**src/rtl/lft_pkg.sv**
```systemverilog
package lft_pkg;
  typedef enum logic [2:0] {
    FK_NONE       = 3'd0,
    FK_NAME       = 3'd1,
    FK_ATTR       = 3'd2,
    FK_PAT_LO     = 3'd3,
    FK_PAT_HI     = 3'd4,
    FK_DUMMY_NAME = 3'd5,
    FK_SPR_LO     = 3'd6,
    FK_SPR_HI     = 3'd7
  } fetch_kind_e;
endpackage

```
**src/rtl/lft_beam_counter.sv**
```systemverilog
module lft_beam_counter #(
  parameter int CYC_W      = 11,
  parameter int LINE_W     = 9,
  parameter int LAST_CYC   = 1363,
  parameter int SHORT_LAST = 1359,
  parameter int LAST_LINE  = 261,
  parameter int PRE_LINE   = 20
) (
  input  logic              clk,
  input  logic              rst_n,
  input  logic              render_en,
  output logic [CYC_W-1:0]  cycle,
  output logic [LINE_W-1:0] line,
  output logic              odd
);
  localparam logic [CYC_W-1:0]  LAST_C  = CYC_W'(LAST_CYC);
  localparam logic [CYC_W-1:0]  SHORT_C = CYC_W'(SHORT_LAST);
  localparam logic [LINE_W-1:0] LAST_L  = LINE_W'(LAST_LINE);
  localparam logic [LINE_W-1:0] PRE_L   = LINE_W'(PRE_LINE);

  logic short_end;
  logic line_end;

  // the pre-render line drops its idle tail on odd rendered frames
  assign short_end = (line == PRE_L) && odd && render_en && (cycle == SHORT_C);
  assign line_end  = (cycle == LAST_C) || short_end;

  always_ff @(posedge clk) begin
    if (!rst_n) begin
      cycle <= '0;
      line  <= '0;
      odd   <= 1'b0;
    end else if (line_end) begin
      cycle <= '0;
      if (line == LAST_L) begin
        line <= '0;
        odd  <= ~odd;
      end else begin
        line <= line + 1'b1;
      end
    end else begin
      cycle <= cycle + 1'b1;
    end
  end
endmodule

```
**src/rtl/lft_slot_decode.sv**
```systemverilog
module lft_slot_decode
  import lft_pkg::*;
#(
  parameter int SLOT_W   = 8,
  parameter int BG_END   = 128,
  parameter int SPR_END  = 160,
  parameter int PREF_END = 168
) (
  input  logic [SLOT_W-1:0] slot,
  output fetch_kind_e       kind
);
  localparam logic [SLOT_W-1:0] BG_E  = SLOT_W'(BG_END);
  localparam logic [SLOT_W-1:0] SPR_E = SLOT_W'(SPR_END);
  localparam logic [SLOT_W-1:0] PRE_E = SLOT_W'(PREF_END);

  fetch_kind_e tile_kind;
  fetch_kind_e sprite_kind;

  always_comb begin
    case (slot[1:0])
      2'd0:    tile_kind = FK_NAME;
      2'd1:    tile_kind = FK_ATTR;
      2'd2:    tile_kind = FK_PAT_LO;
      default: tile_kind = FK_PAT_HI;
    endcase
  end

  always_comb begin
    if (!slot[1])     sprite_kind = FK_DUMMY_NAME;
    else if (slot[0]) sprite_kind = FK_SPR_HI;
    else              sprite_kind = FK_SPR_LO;
  end

  always_comb begin
    if (slot < BG_E)       kind = tile_kind;
    else if (slot < SPR_E) kind = sprite_kind;
    else if (slot < PRE_E) kind = tile_kind;
    else                   kind = FK_NAME;
  end
endmodule

```
**src/rtl/line_fetch_timer.sv**
```systemverilog
module line_fetch_timer
  import lft_pkg::*;
#(
  parameter int SLOT_CYC     = 8,
  parameter int TILES        = 32,
  parameter int SPRITES      = 8,
  parameter int PREF_TILES   = 2,
  parameter int TAIL_NAMES   = 2,
  parameter int IDLE_CYC     = 4,
  parameter int VINT_LINES   = 20,
  parameter int VIS_LINES    = 240,
  parameter int CYC_W        = 11,
  parameter int LINE_W       = 9
) (
  input  logic              clk,
  input  logic              rst_n,
  input  logic              render_en,
  output logic              fetch_valid,
  output logic [2:0]        fetch_kind,
  output logic [7:0]        fetch_slot,
  output logic [CYC_W-1:0]  cycle_idx,
  output logic [LINE_W-1:0] line_idx,
  output logic              vblank,
  output logic              odd_frame
);
  localparam int GROUP      = 4;
  localparam int BG_END     = TILES * GROUP;
  localparam int SPR_END    = BG_END + SPRITES * GROUP;
  localparam int PREF_END   = SPR_END + PREF_TILES * GROUP;
  localparam int N_SLOTS    = PREF_END + TAIL_NAMES;
  localparam int FETCH_CYC  = N_SLOTS * SLOT_CYC;
  localparam int LINE_CYC   = FETCH_CYC + IDLE_CYC;
  localparam int SLOT_SHIFT = $clog2(SLOT_CYC);
  localparam int PRE_LINE   = VINT_LINES;
  localparam int LAST_VIS   = PRE_LINE + VIS_LINES;
  localparam int LAST_LINE  = LAST_VIS + 1;

  localparam logic [CYC_W-1:0]  FETCH_E = CYC_W'(FETCH_CYC);
  localparam logic [LINE_W-1:0] PRE_L   = LINE_W'(PRE_LINE);
  localparam logic [LINE_W-1:0] VIS_L   = LINE_W'(LAST_VIS);

  logic        fetch_line;
  logic        on_slot;
  logic [7:0]  slot_raw;
  fetch_kind_e kind_raw;

  lft_beam_counter #(
    .CYC_W(CYC_W), .LINE_W(LINE_W),
    .LAST_CYC(LINE_CYC - 1), .SHORT_LAST(FETCH_CYC - 1),
    .LAST_LINE(LAST_LINE), .PRE_LINE(PRE_LINE)
  ) u_beam (
    .clk(clk), .rst_n(rst_n), .render_en(render_en),
    .cycle(cycle_idx), .line(line_idx), .odd(odd_frame)
  );

  assign slot_raw = 8'(cycle_idx >> SLOT_SHIFT);

  lft_slot_decode #(
    .SLOT_W(8), .BG_END(BG_END), .SPR_END(SPR_END), .PREF_END(PREF_END)
  ) u_dec (
    .slot(slot_raw), .kind(kind_raw)
  );

  assign fetch_line  = (line_idx >= PRE_L) && (line_idx <= VIS_L);
  assign on_slot     = (cycle_idx[SLOT_SHIFT-1:0] == '0) && (cycle_idx < FETCH_E);
  assign fetch_valid = render_en && fetch_line && on_slot;
  assign fetch_kind  = fetch_valid ? kind_raw : FK_NONE;
  assign fetch_slot  = fetch_valid ? slot_raw : 8'd0;
  assign vblank      = line_idx < PRE_L;
endmodule

```
**config.mk**
```make
export PLATFORM = sky130hd
export DESIGN_NAME = line_fetch_timer
export DESIGN_NICKNAME = d
export VERILOG_FILES = /design/src/rtl/lft_pkg.sv /design/src/rtl/lft_beam_counter.sv /design/src/rtl/lft_slot_decode.sv /design/src/rtl/line_fetch_timer.sv
export SDC_FILE = /design/constraint.sdc
export NUM_CORES = 1
export LEC_CHECK = 0
export BUFFER_PORTS_ARGS = -buffer_cell sky130_fd_sc_hd__buf_2
export CAP_MARGIN = 20
export CORE_UTILIZATION = 40
export DETAILED_ROUTE_END_ITERATION = 10
export PLACE_DENSITY = 0.59
export SETUP_SLACK_MARGIN = 0.1
export SLEW_MARGIN = 10
export SYNTH_ARGS = -nofsm -noshare
export SYNTH_HDL_FRONTEND = slang
export SYNTH_SLANG_ARGS = --single-unit
```
**constraint.sdc**
```tcl
create_clock -name clk -period 2.2 [get_ports clk]
set_input_delay 0.11 -clock clk [delete_from_list [all_inputs] [get_ports clk]]
set_output_delay 0.11 -clock clk [all_outputs]
set_load 0.01 [all_outputs]
```
# Word-level counts from Yosys, hierarchy flattened
# Index checks and enable logic that the tools add are counted.
# op_classes
eq_ne	6
n_bitwise	2
order_cmp	7
n_addsub	2
muxes	9
reduce_logical	12
# op_table
cell	n
8-bit less-than comparator, second input constant	3
11-bit == test, second input constant	2
3-bit two-way mux	5
11-bit by 1-bit adder with 11-bit output, second input constant	1
11-bit less-than comparator, second input constant	1
9-bit by 1-bit adder with 9-bit output, second input constant	1
9-bit by 5-bit == test with 1-bit output, second input constant	1
9-bit == test, second input constant	1
9-bit by 5-bit >= comparator with 1-bit output, second input constant	1
9-bit <= comparator, second input constant	1
9-bit by 5-bit less-than comparator with 1-bit output, second input constant	1
9-bit two-way mux	1
3-bit one-hot mux with 3 select lines	1
8-bit two-way mux	1
1-bit logical AND	7
3-bit logical NOT	1
2-bit by 1-bit == test with 1-bit output, second input constant	1
2-bit == test, second input constant	1
2-bit logical NOT	1
1-bit NOT	2
2-bit AND reduction	1
2-bit OR reduction	1
1-bit logical OR	1
1-bit two-way mux	1
# totals
out_inout_bits	34
input_bits	3
register_bits	21

# Depth between registers and ports, before layout
# Gate-level depths: netlist of run 1.
# logic_depth
word_depth	6
ltp_mapped	7
depth_no_buf	6

# Modules after synthesis
# A second synthesis of run 1 with hierarchy kept.
# unflattened
hier_cells	157
area_unflattened_um2	1355.0
# by_module_without_submodules
module	cells_each	n_inst	area_per_inst_um2	seq_area_each_um2
lft_beam_counter	114	1	1038.5	420.4
line_fetch_timer	26	1	195.2	0.0
lft_slot_decode	17	1	121.4	0.0

# Worst setup path after synthesis of run 1
# Ideal clock, no wire load.
# synth_timing
path_type	flip-flop to flip-flop
startpoint	register u_beam.cycle[0]
endpoint	register u_beam.line[2]
period_less_slack_ns	1.718
setup_time_ns	0.117
n_path_buf	0
stages_incl_launch_ff	6
arrival_time_ns	1.601
required_time_ns	2.083
setup_slack_ns	0.482
path_cell_list	dfxtp_1 ha_1 and3_1 nand4_2 a221o_1 a32o_1
# synth_between
elab_chain_len	3
word_cells_on_any_way	4
cone_classes	eq/ne: 2; reduce/logical: 2
# synth_lines
item	line_no	text
start, declared	lft_beam_counter.sv:12	output logic [CYC_W-1:0] cycle,
start signal, assigned	lft_beam_counter.sv:42	cycle <= cycle + 1'b1;
11-bit == test	lft_beam_counter.sv:25	assign short_end = (line == PRE_L) && odd && render_en && (cycle == SHORT_C);
1-bit logical AND	lft_beam_counter.sv:25	
1-bit logical OR *	lft_beam_counter.sv:26	assign line_end = (cycle == LAST_C) || short_end;
end signal, assigned	lft_beam_counter.sv:39	line <= line + 1'b1;
end, declared	lft_beam_counter.sv:13	output logic [LINE_W-1:0] line,
# Every way passes the cells marked *; elsewhere a longest branch is shown, timed or not.
# A chain may end at the register's enable or synchronous reset.

# Worst setup path after layout of run 1
# layout_timing
startpoint	register u_beam.line[5]
endpoint	output fetch_kind[0]
# layout_between
elab_chain_len	5
word_cells_on_any_way	6
cone_classes	order compare: 2; mux: 1; reduce/logical: 3
# layout_lines
item	line_no	text
9-bit by 5-bit >= comparator with 1-bit output / 9-bit <= comparator (equally long branches)	line_fetch_timer.sv:64	assign fetch_line = (line_idx >= PRE_L) && (line_idx <= VIS_L);
1-bit logical AND *	line_fetch_timer.sv:64	
1-bit logical AND * (2 in a row)	line_fetch_timer.sv:66	assign fetch_valid = render_en && fetch_line && on_slot;
3-bit two-way mux *	line_fetch_timer.sv:67	assign fetch_kind = fetch_valid ? kind_raw : FK_NONE;
end, declared	line_fetch_timer.sv:19	output logic [2:0] fetch_kind,
# Marked as above.

==> results of run 1 <==
[final cells by class]
| type | instances | area, um^2 |
|---|---|---|
| Fill cell | 412 | 1930 |
| Inverter | 12 | 45.0 |
| Tap cell | 48 | 60.1 |
| Sequential cell | 21 | 420 |
| Multi-Input combinational cell | 139 | 1030 |
| Timing Repair Buffer | 41 | 218 |
| Clock buffer | 4 | 45.0 |
[worst paths after layout]
check	end	start	depth (start not counted)	slack [ns]
worst max-delay path	fetch_kind[0]	u_beam.line[5]	5	0.22
worst min-delay path	u_beam.odd	rst_n	3	0.19
worst max register to register	u_beam.line[7]	u_beam.cycle[4]	5	0.32
worst min register to register	u_beam.odd	u_beam.odd	2	0.49
[power by group]
group,leakage (nW),internal [mW],switching [mW]
clock,0.0228,0.129,0.138
combinational,0.542,0.0390,0.0475
sequential,0.171,0.392,0.0245
total,0.735,0.560,0.210
[through the flow]
step / instance area, um^2 / instances
global route: 1810 / 265
global placement: 1770 / 261
detailed placement: 1770 / 261
CTS: 1810 / 265
finish: 1810 / 265
floorplan: 1590 / 189
[cells in the final DEF (no fill, tap or decap), types with 2 or more instances in the layout]
cell,instances
and3_1,4
o211ai_1,4
nand4_1,12
xnor2_1,6
o21ai_0,3
xor2_1,3
nand3_1,13
nor3b_1,12
or3_1,2
a211oi_1,2
and2_1,10
inv_1,12
ha_1,9
clkbuf_8,3
dfxtp_1,21
a2111o_1,3
or2_2,2
a31oi_1,2
nand2_1,13
nand2b_1,4
buf_4,5
nor2_1,5
a22oi_1,2
and4_1,2
mux2i_1,4
buf_2,36
[critical path: cells and delay by family (launching register included)]
| family | cells | cell delay, ns |
|---|---|---|
| AND/OR/NAND/NOR | 3 | 0.92 |
| AO/OA/AOI/OAI | 1 | 0.15 |
| buffers and inverters | 1 | 0.12 |
| flip-flops | 1 | 0.41 |
[registers in the layout, summed over array words and instances, names as in the netlist]
| signal | cells |
|---|---|
| u_beam.odd | 1 |
| u_beam.line | 9 |
| u_beam.cycle | 11 |
[per-layer routing]
layer / vias up / wire length [um]
met4: 0 / 29
li1: 729 / -
met2: 51 / 1790
met5: - / 0
met3: 2 / 243
met1: 713 / 1810
[logic make-up (layout without fill, tap and decap cells)]
group	Yosys count	in the layout
buf+inv	29	57
compound gates	25	25
xor+xnor	9	9
mux	4	4
fa+ha+maj	9	9
flops	21	21
simple gates	92	92
[repair_timing]
action                     in CTS  in global routing
setup buffers                   0                  0
setup endpoints to repair       0                 11
hold buffers                    0                  0
gates resized for setup         0                  1
==> summary.md, run 1 <==
| Metric | Value |
|---|---|
| Status | `completed` |
| Buffer depth of the longest clock path | `2` |
| CTS Root Buffer Type | `clkbuf_8` |
| Area added between synthesis and finish | `14.4%` |
| Ratio of final minimum period to clock period | `90.0%` |
| Total wire length | `3.87 mm` |
| First-pass GRT wire length | `6.55 mm` |
| Clock tree from TritonCTS | `done` |
| Highest achievable clock rate | `0.505 GHz` |
| Number of nets in the layout | `230` |
| Slew Limit Fails | `0` |
| Total die area | `4220 um^2` |
| Min Hold Slack | `0.188 ns` |
| Antenna Nets Post-Route | `0` |
| Worst Path Required | `2.09 ns` |
| Post-synthesis sequential area ratio | `26.5%` |
| Post-route setup slack | `0.220 ns` |
| Most frequent cells after synthesis | `dfxtp_1, nand2_1, nand3_1` |
| Commonest register cell after synthesis | `dfxtp_1` |
| Count of distinct cell types in the synthesized netlist | `49` |
| Met2 track utilization from global routing | `31.9%` |
| Largest driver fanout on the critical path | `12` |
| GRT Resource Usage Total | `19.9%` |
| Peak supply drop | `0.306 mV` |
| Post-Synthesis Cell Area | `1590 um^2` |
| Busiest layer in global routing | `met2` |
| Worst skew pair latency | `0.26 ns` |
| Number of enable flip-flop cells after synthesis | `0` |
| Fraction of the mapped netlist area in compound gates | `12.2%` |
| CTS sink count | `21` |
| Number of standard-cell rows in the floorplan | `22` |
| Die height | `65.0 um` |
| Startpoint kind of the worst setup timing path | `flip-flop` |
| Fraction of synthesized area in multiplexers | `2.53%` |
| Worst-path cell with the longest stage delay | `and4b_2` |
| Post-route core utilization | `48.5%` |
| Critical path, cell by cell | `nor3_1 -> a31oi_1 -> and4b_2 -> and3_1 -> buf_2` |
| Worst clock skew | `0.00126 ns` |
| Clock input transition at the sequential cells of the worst setup and hold paths | `0.08 ns` |
| Number of H-tree levels | `1` |
| Starting Density | `42.3%` |
| DRC violation count after routing | `0` |
| Setup Total Neg Slack | `0 ns` |
| Critical path data arrival time | `1.87 ns` |
| Average routed wire per standard cell | `14.6 um` |
| RePlAce Congestion | `0.869` |
| Core region area | `3740 um^2` |
| Chip Width | `65.0 um` |
| Initial antenna violation count | `0` |
| Synthesized area per cell | `8.39 um^2` |
| Post-synthesis sequential element count | `21` |
| Reported max-cap violation count | `0` |
| Diodes inserted | `0` |
| Number of CTS-inserted buffers | `3` |
| RSZ-0062 raised after global routing | `false` |
| Placement-stage worst setup slack | `0.334 ns` |
| Number of hold violations in the final report | `0` |
| Most numerous cell in the Yosys netlist | `dfxtp_1` |
| Via density | `5.64` |
| Capturing element type of the critical path | `output pin` |
| Worst min-delay path category | `input pin to flip-flop` |
| Measured slew at the worst slew-check pin | `0.462 ns` |
| Cell taking the most area after synthesis | `dfxtp_1` |
| Layout cells sized above 1 | `24.9%` |
| Slew Limit Headroom | `69.2%` |
| Vias in the first global route | `1372` |
| Total I/O pin count | `37` |
| Leakage power figure | `0.735 nW` |
| Final period demand of the worst path | `1.98 ns` |
| WS Path Type | `flip-flop to output pin` |
| Count of TritonRoute iterations in the first routing pass | `4` |
| Remaining Overflow, GRT | `0` |
| Post-synthesis share of cell area spent on full adders, half adders and majority gates | `7.10%` |
| Maximum number of pins on one net before global-route repair | `27` |
| Synth area leaders | `dfxtp_1, ha_1, nor3b_1` |
| Starting DRC count in detailed routing | `89` |
| Yosys top cell area share | `26.5%` |
| Via count | `1495` |
| Ys Warns | `0` |
| Critical path's largest stage delay | `0.42 ns` |
| Proportion of register bits with asynchronous set or reset after synthesis | `0%` |
| Power, Total | `0.770 mW` |
| Mapped Cells | `189` |
| Port-buffer cells | `36` |
| Met1 usage | `26.9%` |
| Post-synth net total | `201` |
| Xor/xnor share of the synthesized area | `4.97%` |
| Sum of net half-perimeters after detailed placement | `2.81 mm` |
| Power Density | `424 nW/um^2` |
| Combinational family with the most area after synthesis | `simple AND/OR/NAND/NOR gates` |
| Fraction of the mapped netlist area in simple logic gates | `37.8%` |
| Finish-stage setup viols | `0` |
| Grt met3 use | `2.99%` |
Note: power is estimated with default switching activity, not from simulation.
==> inputs of run 2 (changes only) <==
PLACE_DENSITY = 0.61   (was 0.59)
SYNTH_HIERARCHICAL = 1   (was default)
==> summary.md, run 2 <==
| Metric | Value |
|---|---|
| Worst Path Buf+Inv | `2 (+1)` |
| Number of hold violations in the final report | `0 (unchanged)` |
| Register with the most flip-flops | `u_beam/cycle` |
| Sum of net half-perimeters after detailed placement | `2.47 mm (-12%)` |
| Final period demand of the worst path | `2.10 ns (+0.120 ns)` |
| Mapped Cells | `157 (-17%)` |
| Average routed wire per standard cell | `13.8 um (-5.4%)` |
| Worst skew pair latency | `0.33 ns (+0.07 ns)` |
| Post-synthesis sequential area ratio | `31.0% (+4.5 points)` |
| GRT Resource Usage Total | `20.3% (+0.34 points)` |
| Leakage power figure | `0.807 nW (+9.7%)` |
| Starting DRC count in detailed routing | `91 (+2.2%)` |
| Ys Warns | `6 (+6)` |
| Buffer depth of the longest clock path | `2 (unchanged)` |
| Capturing element type of the critical path | `output pin` |
| Highest-count cells in the layout ignoring fill and taps | `buf_2, buf_4, dfxtp_1` |
| RSZ-0062 raised after global routing | `true` |
| Commonest register cell after synthesis | `dfxtp_1` |
| Die height | `60.2 um (-7.3%)` |
| Hold Path Depth | `2 (-1)` |
| Finish-stage setup viols | `0 (unchanged)` |
| Total I/O pin count | `37 (unchanged)` |
| Filler instances | `292 (-29%)` |
| Vias in the first global route | `1223 (-11%)` |
| Slew Limit Fails | `0 (unchanged)` |
| Port-buffer cells | `36 (unchanged)` |
| Total die area | `3620 um^2 (-14%)` |
| Worst flop-to-flop path endpoint | `u_beam/line[3]` |
| Hold path start | `rst_n` |
| Highest achievable clock rate | `0.476 GHz (-5.7%)` |
| Diodes inserted | `0 (unchanged)` |
| Critical register-to-register path startpoint | `u_beam/cycle[0]` |
| Biggest regs | `u_beam/cycle x11, u_beam/line x9, u_beam/odd x1` |
| Worst-path cell with the longest stage delay | `or3_4` |
| Most numerous cell in the Yosys netlist | `dfxtp_1` |
| Number of standard-cell rows in the floorplan | `20 (-9.1%)` |
| Hold path endpoint | `u_beam/line[6]` |
| Via count | `1415 (-5.4%)` |
| Wire length on met3 | `167 um (-31%)` |
| Critical path data arrival time | `1.99 ns (+0.12 ns)` |
| Post-Synthesis Cell Area | `1360 um^2 (-15%)` |
| Cells on worst reg2reg path | `5 (unchanged)` |
| Number of CTS-inserted buffers | `3 (unchanged)` |
| Post-synth net total | `167 (-17%)` |
| Ratio of final minimum period to clock period | `95.5% (+5.5 points)` |
| Yosys top cell area share | `31.0% (+4.5 points)` |
| Min Hold Slack | `0.0296 ns (-0.158 ns)` |
| Clock input transition at the sequential cells of the worst setup and hold paths | `0.13 ns (+0.05 ns)` |
| Slew Limit Headroom | `77.7% (+8.5 points)` |
| CTS sink count | `21 (unchanged)` |
| Via density | `5.46 (-3.2%)` |
| Chip Width | `60.2 um (-7.3%)` |
| Number of enable flip-flop cells after synthesis | `0 (unchanged)` |
| Count of TritonRoute iterations in the first routing pass | `4 (unchanged)` |
| Post-synthesis sequential element count | `21 (unchanged)` |
| Worst min-delay path category | `input pin to flip-flop` |
| Power Density | `348 nW/um^2 (-18%)` |
| Synth area leaders | `dfxtp_1, ha_1, and3_1` |
| Area added between synthesis and finish | `34.3%` |
| Starting Density | `43.3% (+0.97 points)` |
| Synthesized area per cell | `8.63 um^2 (+2.9%)` |
| Worst Path Required | `2.09 ns (about the same)` |
| Measured slew at the worst slew-check pin | `0.333 ns (-0.129 ns)` |
| Setup Total Neg Slack | `0 ns (unchanged)` |
| Routed length on met1 | `1.59 mm (-12%)` |
| Total wire length | `3.58 mm (-7.5%)` |
| Clock tree from TritonCTS | `done` |
| Proportion of register bits with asynchronous set or reset after synthesis | `0% (unchanged)` |
| Worst clock skew | `0.00395 ns (+0.00270 ns)` |
| Setup slack, reg-to-reg | `0.18 ns (-0.14 ns)` |
| Remaining Overflow, GRT | `0 (unchanged)` |
| Number of H-tree levels | `1 (unchanged)` |
| Startpoint kind of the worst setup timing path | `flip-flop` |
| Maximum number of pins on one net before global-route repair | `21 (-22%)` |
| Initial antenna violation count | `0 (unchanged)` |
| Critical path's largest stage delay | `0.39 ns (-0.03 ns)` |
| Setup crit start | `u_beam/line[5]` |
| Largest driver fanout on the critical path | `8 (-4)` |
| Count of distinct cell types in the synthesized netlist | `43 (-12%)` |
| DRC violation count after routing | `0 (unchanged)` |
| Top cell family by delay on the critical path | `simple AND/OR/NAND/NOR gates` |
| Critical path, cell by cell | `or3_4 -> o31a_1 -> a2111oi_4 -> buf_4 -> and2_1 -> buf_2` |
| CTS Root Buffer Type | `clkbuf_4` |
| Core region area | `3130 um^2 (-16%)` |
| Routed met2 length | `1.76 mm (-1.6%)` |
| Status | `completed` |
| Reported max-cap violation count | `0 (unchanged)` |
| RePlAce Congestion | `0.803 (-7.6%)` |
| Layout cells sized above 1 | `39.1% (+14 points)` |
| Number of flip-flops under the largest register name | `11 (unchanged)` |
| Antenna Nets Post-Route | `0 (unchanged)` |
| Most common cell after layout, fill and taps aside | `buf_2` |
| Uppermost signal routing layer after detailed routing | `met4` |
| Peak supply drop | `0.281 mV (-8.0%)` |
| Most frequent cells after synthesis | `dfxtp_1, nor2_1, nand2_1` |
| WS Path Type | `flip-flop to output pin` |
| First-pass GRT wire length | `5.40 mm (-18%)` |
| Number of nets in the layout | `226 (-1.7%)` |
| Cell taking the most area after synthesis | `dfxtp_1` |
[run 2: cell types whose count changed after synthesis, moves of 4 or more]
cell	delta
nand4_1	-12
nor3b_1	-12
nor2_1	+9
a21oi_1	+8
buf_2	-7
o21a_1	+7
and3_1	+5
clkbuf_1	-5
inv_1	-5
nand3_1	-5
mux2i_1	-4
nand2b_1	-4
or4_1	+4
[run 2: worst max-delay path by stage]
stage / to / slack [ns] / cells past startpoint
2_1_floorplan: u_beam/line[4] / 0.16 / 5
3_3_place_gp: u_beam/line[3] / 0.11 / 5
3_5_place_dp: u_beam/line[3] / 0.06 / 5
4_1_cts: fetch_slot[0] / 0.1 / 6
5_1_grt: fetch_slot[0] / 0.01 / 6
6_report: fetch_slot[0] / 0.1 / 6
[run 2: metrics by stage]
step	total power, mW	instances	instance area (um^2)	util (%)	setup slack, ns
after global placement	0.429	248	1670	53.5	0.114
after detailed placement	0.429	248	1670	53.5	0.0568
after CTS	0.633	255	1760	56.2	0.0958
after global routing	0.655	259	1820	58.2	0.0145
after floorplan	0.415	157	1360	-	0.161
final	0.633	259	1820	58.2	0.0994
[run 2: worst reg2reg max path: stages, from the launching register on]
cell	delay (ns)
dfxtp_4	0.40
ha_4	0.15
or4bb_4	0.48
a21o_4	0.26
or4_1	0.52
a21oi_2	0.16
[run 2: routing by layer]
metal,vias to the layer above,track usage [%]
met1,669,25.1
met5,-,0
met3,5,1.30
met2,48,34.7
li1,693,-
met4,0,11.0
[run 2: cell type report]
class | count | area (um^2) | share of cell area (%)
Clock buffer | 3 | 22.5 | 1.24
Clock inverter | 1 | 7.51 | 0.413
Inverter | 7 | 26.3 | 1.44
Multi-Input combinational cell | 129 | 957 | 52.6
Sequential cell | 21 | 435 | 23.9
Tap cell | 44 | 55.1 | 3.03
Timing Repair Buffer | 54 | 315 | 17.3
[run 2: where the power goes]
group	switching, mW	internal, mW
logic	0.0196	0.0141
clock network	0.138	0.0698
registers	0.00780	0.384
[run 2: kinds of logic (layout without fill, tap and decap cells)]
logic type	after synthesis	after routing	synth area share (%)
and+or+nand+nor	76	76	34.6
adders and majority gates	7	7	6.46
AOI/OAI and AO/OA	34	36	18.4
xor gates and xnor gates	10	10	6.46
DFF	21	21	31.0
buffers and inverters	9	65	3.05
[run 2: timing repair]
| action | in CTS | in global routing |
|---|---|---|
| gates resized for setup | 11 | 8 |
| pin swaps | 3 | 3 |
| hold buffers | 0 | 0 |
| buffers inserted | 3 | 2 |
| endpoints found under the setup margin | 17 | 15 |
| cloned | 0 | 2 |
==> inputs of run 3 (changes only) <==
ABC_AREA = 1   (was default)
PLACE_DENSITY = 0.59   (was 0.61)
==> summary.md, run 3 <==
| Metric | Value |
|---|---|
| Hold path endpoint | `u_beam/odd` |
| Number of setup buffers added after CTS | `0 (-3)` |
| Cells on worst reg2reg path | `10 (+5)` |
| Proportion of register bits with asynchronous set or reset after synthesis | `0% (unchanged)` |
| Number of hold violations in the final report | `0 (unchanged)` |
| Ys Warns | `6 (unchanged)` |
| Ratio of final minimum period to clock period | `84.1% (-11 points)` |
| Capturing element type of the critical path | `output pin` |
| Met1 usage | `25.1% (+0.066 points)` |
| Multi-input combinational cell area | `960 um^2 (+0.26%)` |
| Number of H-tree levels | `1 (unchanged)` |
| Total die area | `4260 um^2 (+18%)` |
| DRC violation count after routing | `0 (unchanged)` |
| Via count | `1537 (+8.6%)` |
| Yosys top cell area share | `26.3% (-4.8 points)` |
| Worst clock skew | `0.00207 ns (-0.00188 ns)` |
| Number of enable flip-flop cells after synthesis | `0 (unchanged)` |
| GRT Resource Usage Total | `18.0% (-2.3 points)` |
| Most numerous cell in the Yosys netlist | `nand2_1` |
| Clock input transition at the sequential cells of the worst setup and hold paths | `0.08 ns (-0.05 ns)` |
| Commonest register cell after synthesis | `dfxtp_1` |
| Mapped Cells | `251 (+60%)` |
| Most common cell after layout, fill and taps aside | `nand2_1` |
| Synthesized area per cell | `6.38 um^2 (-26%)` |
| Count of distinct cell types in the synthesized netlist | `32 (-26%)` |
| Post-Synthesis Cell Area | `1600 um^2 (+18%)` |
| Leakage power figure | `0.909 nW (+13%)` |
| Total I/O pin count | `37 (unchanged)` |
| CTS sink count | `21 (unchanged)` |
| RePlAce Congestion | `0.821 (+2.3%)` |
| Initial antenna violation count | `0 (unchanged)` |
| Number of standard-cell rows in the floorplan | `22 (+10%)` |
| Measured slew at the worst slew-check pin | `0.450 ns (+0.117 ns)` |
| Average routed wire per standard cell | `10.4 um (-25%)` |
| Post-synthesis sequential area ratio | `26.3% (-4.8 points)` |
| Finish-stage setup viols | `0 (unchanged)` |
| Clock tree from TritonCTS | `done` |
| Filler instances | `403 (+38%)` |
| Total wire length | `3.51 mm (-2.1%)` |
| Critical register-to-register path startpoint | `u_beam/cycle[0]` |
| Highest-count cells in the layout ignoring fill and taps | `nand2_1, inv_1, buf_2` |
| CTS Root Buffer Type | `clkbuf_8` |
| Number of flip-flops under the largest register name | `11 (unchanged)` |
| Layout cells sized above 1 | `27.4% (-12 points)` |
| Reported max-cap violation count | `0 (unchanged)` |
| Met2 track utilization from global routing | `27.6% (-7.1 points)` |
| Post-synth net total | `261 (+56%)` |
| Worst skew pair latency | `0.26 ns (-0.07 ns)` |
| Hold Path Depth | `3 (+1)` |
| Worst min-delay path category | `input pin to flip-flop` |
| Register with the most flip-flops | `u_beam/cycle` |
| Post-cts repair resize count | `0 (-11)` |
| First-pass GRT wire length | `6.00 mm (+11%)` |
| Hold path start | `rst_n` |
| Most frequent cells after synthesis | `nand2_1, inv_1, nor2_1` |
| Vias in the first global route | `1361 (+11%)` |
| Slew Limit Fails | `0 (unchanged)` |
| Peak supply drop | `0.238 mV (-15%)` |
| Critical path data arrival time | `1.74 ns (-0.25 ns)` |
| Highest achievable clock rate | `0.540 GHz (+13%)` |
| Worst Path Required | `2.09 ns (about the same)` |
| Area used by sequential logic in the layout | `420 um^2 (-3.4%)` |
| Status | `completed` |
| Slew Limit Headroom | `70.0% (-7.7 points)` |
| Power Density | `373 nW/um^2 (+7.2%)` |
| Number of CTS-inserted buffers | `3 (unchanged)` |
| Cell taking the most area after synthesis | `dfxtp_1` |
| RSZ-0062 raised after global routing | `false` |
| Maximum number of pins on one net before global-route repair | `21 (unchanged)` |
| Post-synthesis sequential element count | `21 (unchanged)` |
| Final period demand of the worst path | `1.85 ns (-0.249 ns)` |
| Port-buffer cells | `36 (unchanged)` |
| Worst flop-to-flop path endpoint | `u_beam/line[6]` |
| Post-route core utilization | `49.5% (-8.6 points)` |
| Diodes inserted | `0 (unchanged)` |
| Chip Width | `65.3 um (+8.4%)` |
| Biggest regs | `u_beam/cycle x11, u_beam/line x9, u_beam/odd x1` |
| Area added between synthesis and finish | `15.8%` |
| Core region area | `3740 um^2 (+20%)` |
| Count of hold-fix buffers inserted at cts | `0 (unchanged)` |
| WS Path Type | `flip-flop to output pin` |
| Die height | `65.3 um (+8.4%)` |
| Synth area leaders | `dfxtp_1, nand2_1, inv_1` |
| Setup Total Neg Slack | `0 ns (unchanged)` |
| Sum of net half-perimeters after detailed placement | `2.69 mm (+8.6%)` |
| Starting Density | `42.8% (-0.54 points)` |
| Grt met3 use | `2.08% (+0.78 points)` |
| Number of nets in the layout | `299 (+32%)` |
| Startpoint kind of the worst setup timing path | `flip-flop` |
| Remaining Overflow, GRT | `0 (unchanged)` |
| Buffer depth of the longest clock path | `2 (unchanged)` |
| Antenna Nets Post-Route | `0 (unchanged)` |
| Largest driver fanout on the critical path | `12 (+4)` |
| Starting DRC count in detailed routing | `65 (-29%)` |
| Busiest layer in global routing | `met2` |
| Via density | `4.57 (-16%)` |
| Count of TritonRoute iterations in the first routing pass | `5 (+1)` |
| Setup slack, reg-to-reg | `0.46 ns (+0.28 ns)` |
run 3: kinds of logic (layout without fill, tap and decap cells):
group / after synthesis / after routing / synth area share (%)
flip-flops: 21 / 21 / 26.2
AO/OA/AOI/OAI: 16 / 16 / 6.64
XOR/XNOR: 6 / 6 / 3.28
AND/OR/NAND/NOR: 148 / 148 / 44.5
buffers and inverters: 53 / 90 / 13.8
adder cells (fa/ha/maj): 7 / 7 / 5.47
run 3: metal layers:
metal  part of all wire [%]  up-vias  routed length (um)
li1                       -      833                   -
met1                     53      661                1870
met2                     40       39                1420
met3                    4.9        4                 172
met4                    1.1        0                  40
met5                      0        -                   0
run 3: worst max-delay path by stage:
stage	cells after the start	from	slack (ns)	end
2_1_floorplan	11	u_beam/cycle[0]	0.65	u_beam/line[6]
3_3_place_gp	10	u_beam/cycle[0]	0.57	u_beam/line[6]
3_5_place_dp	10	u_beam/cycle[0]	0.49	u_beam/line[6]
4_1_cts	9	u_beam/cycle[9]	0.34	fetch_kind[2]
5_1_grt	9	u_beam/cycle[9]	0.15	fetch_kind[2]
6_report	9	u_beam/cycle[9]	0.35	fetch_kind[2]
run 3: layout make-up:
class | instances | area share (%)
clock inverter | 1 | 0.270
clock buffer | 3 | 2.23
sequential | 21 | 22.7
tap | 48 | 3.24
multi-input combinational | 177 | 51.8
inverter | 50 | 10.1
timing repair buffer | 36 | 9.72
run 3: stage by stage:
stage               total power [mW]  setup WS [ns]  cells  hold WS, ns  cell area [um^2]
global placement               0.441          0.572    332        0.409              1810
global route                   0.726          0.147    336        0.136              1850
detailed placement             0.442          0.490    332        0.408              1810
CTS                            0.702          0.336    336        0.126              1850
floorplan                      0.431          0.650    251        0.230              1600
finish                         0.692          0.349    336        0.138              1850
run 3: worst max-delay path, cell delays in order (launching register included):
cell and delay [ns]:
dfxtp_1 0.53, inv_1 0.14, nand2_1 0.08, nor2_1 0.04, nand2_1 0.04, nand2_1 0.05
nor2_1 0.10, nand2_2 0.20, nor2_1 0.15, buf_2 0.15
run 3: power by group:
part	switching, mW	internal (mW)	total (mW)
Sequential	0.00656	0.384	0.391
Clock	0.133	0.126	0.259
Combinational	0.0265	0.0151	0.0417
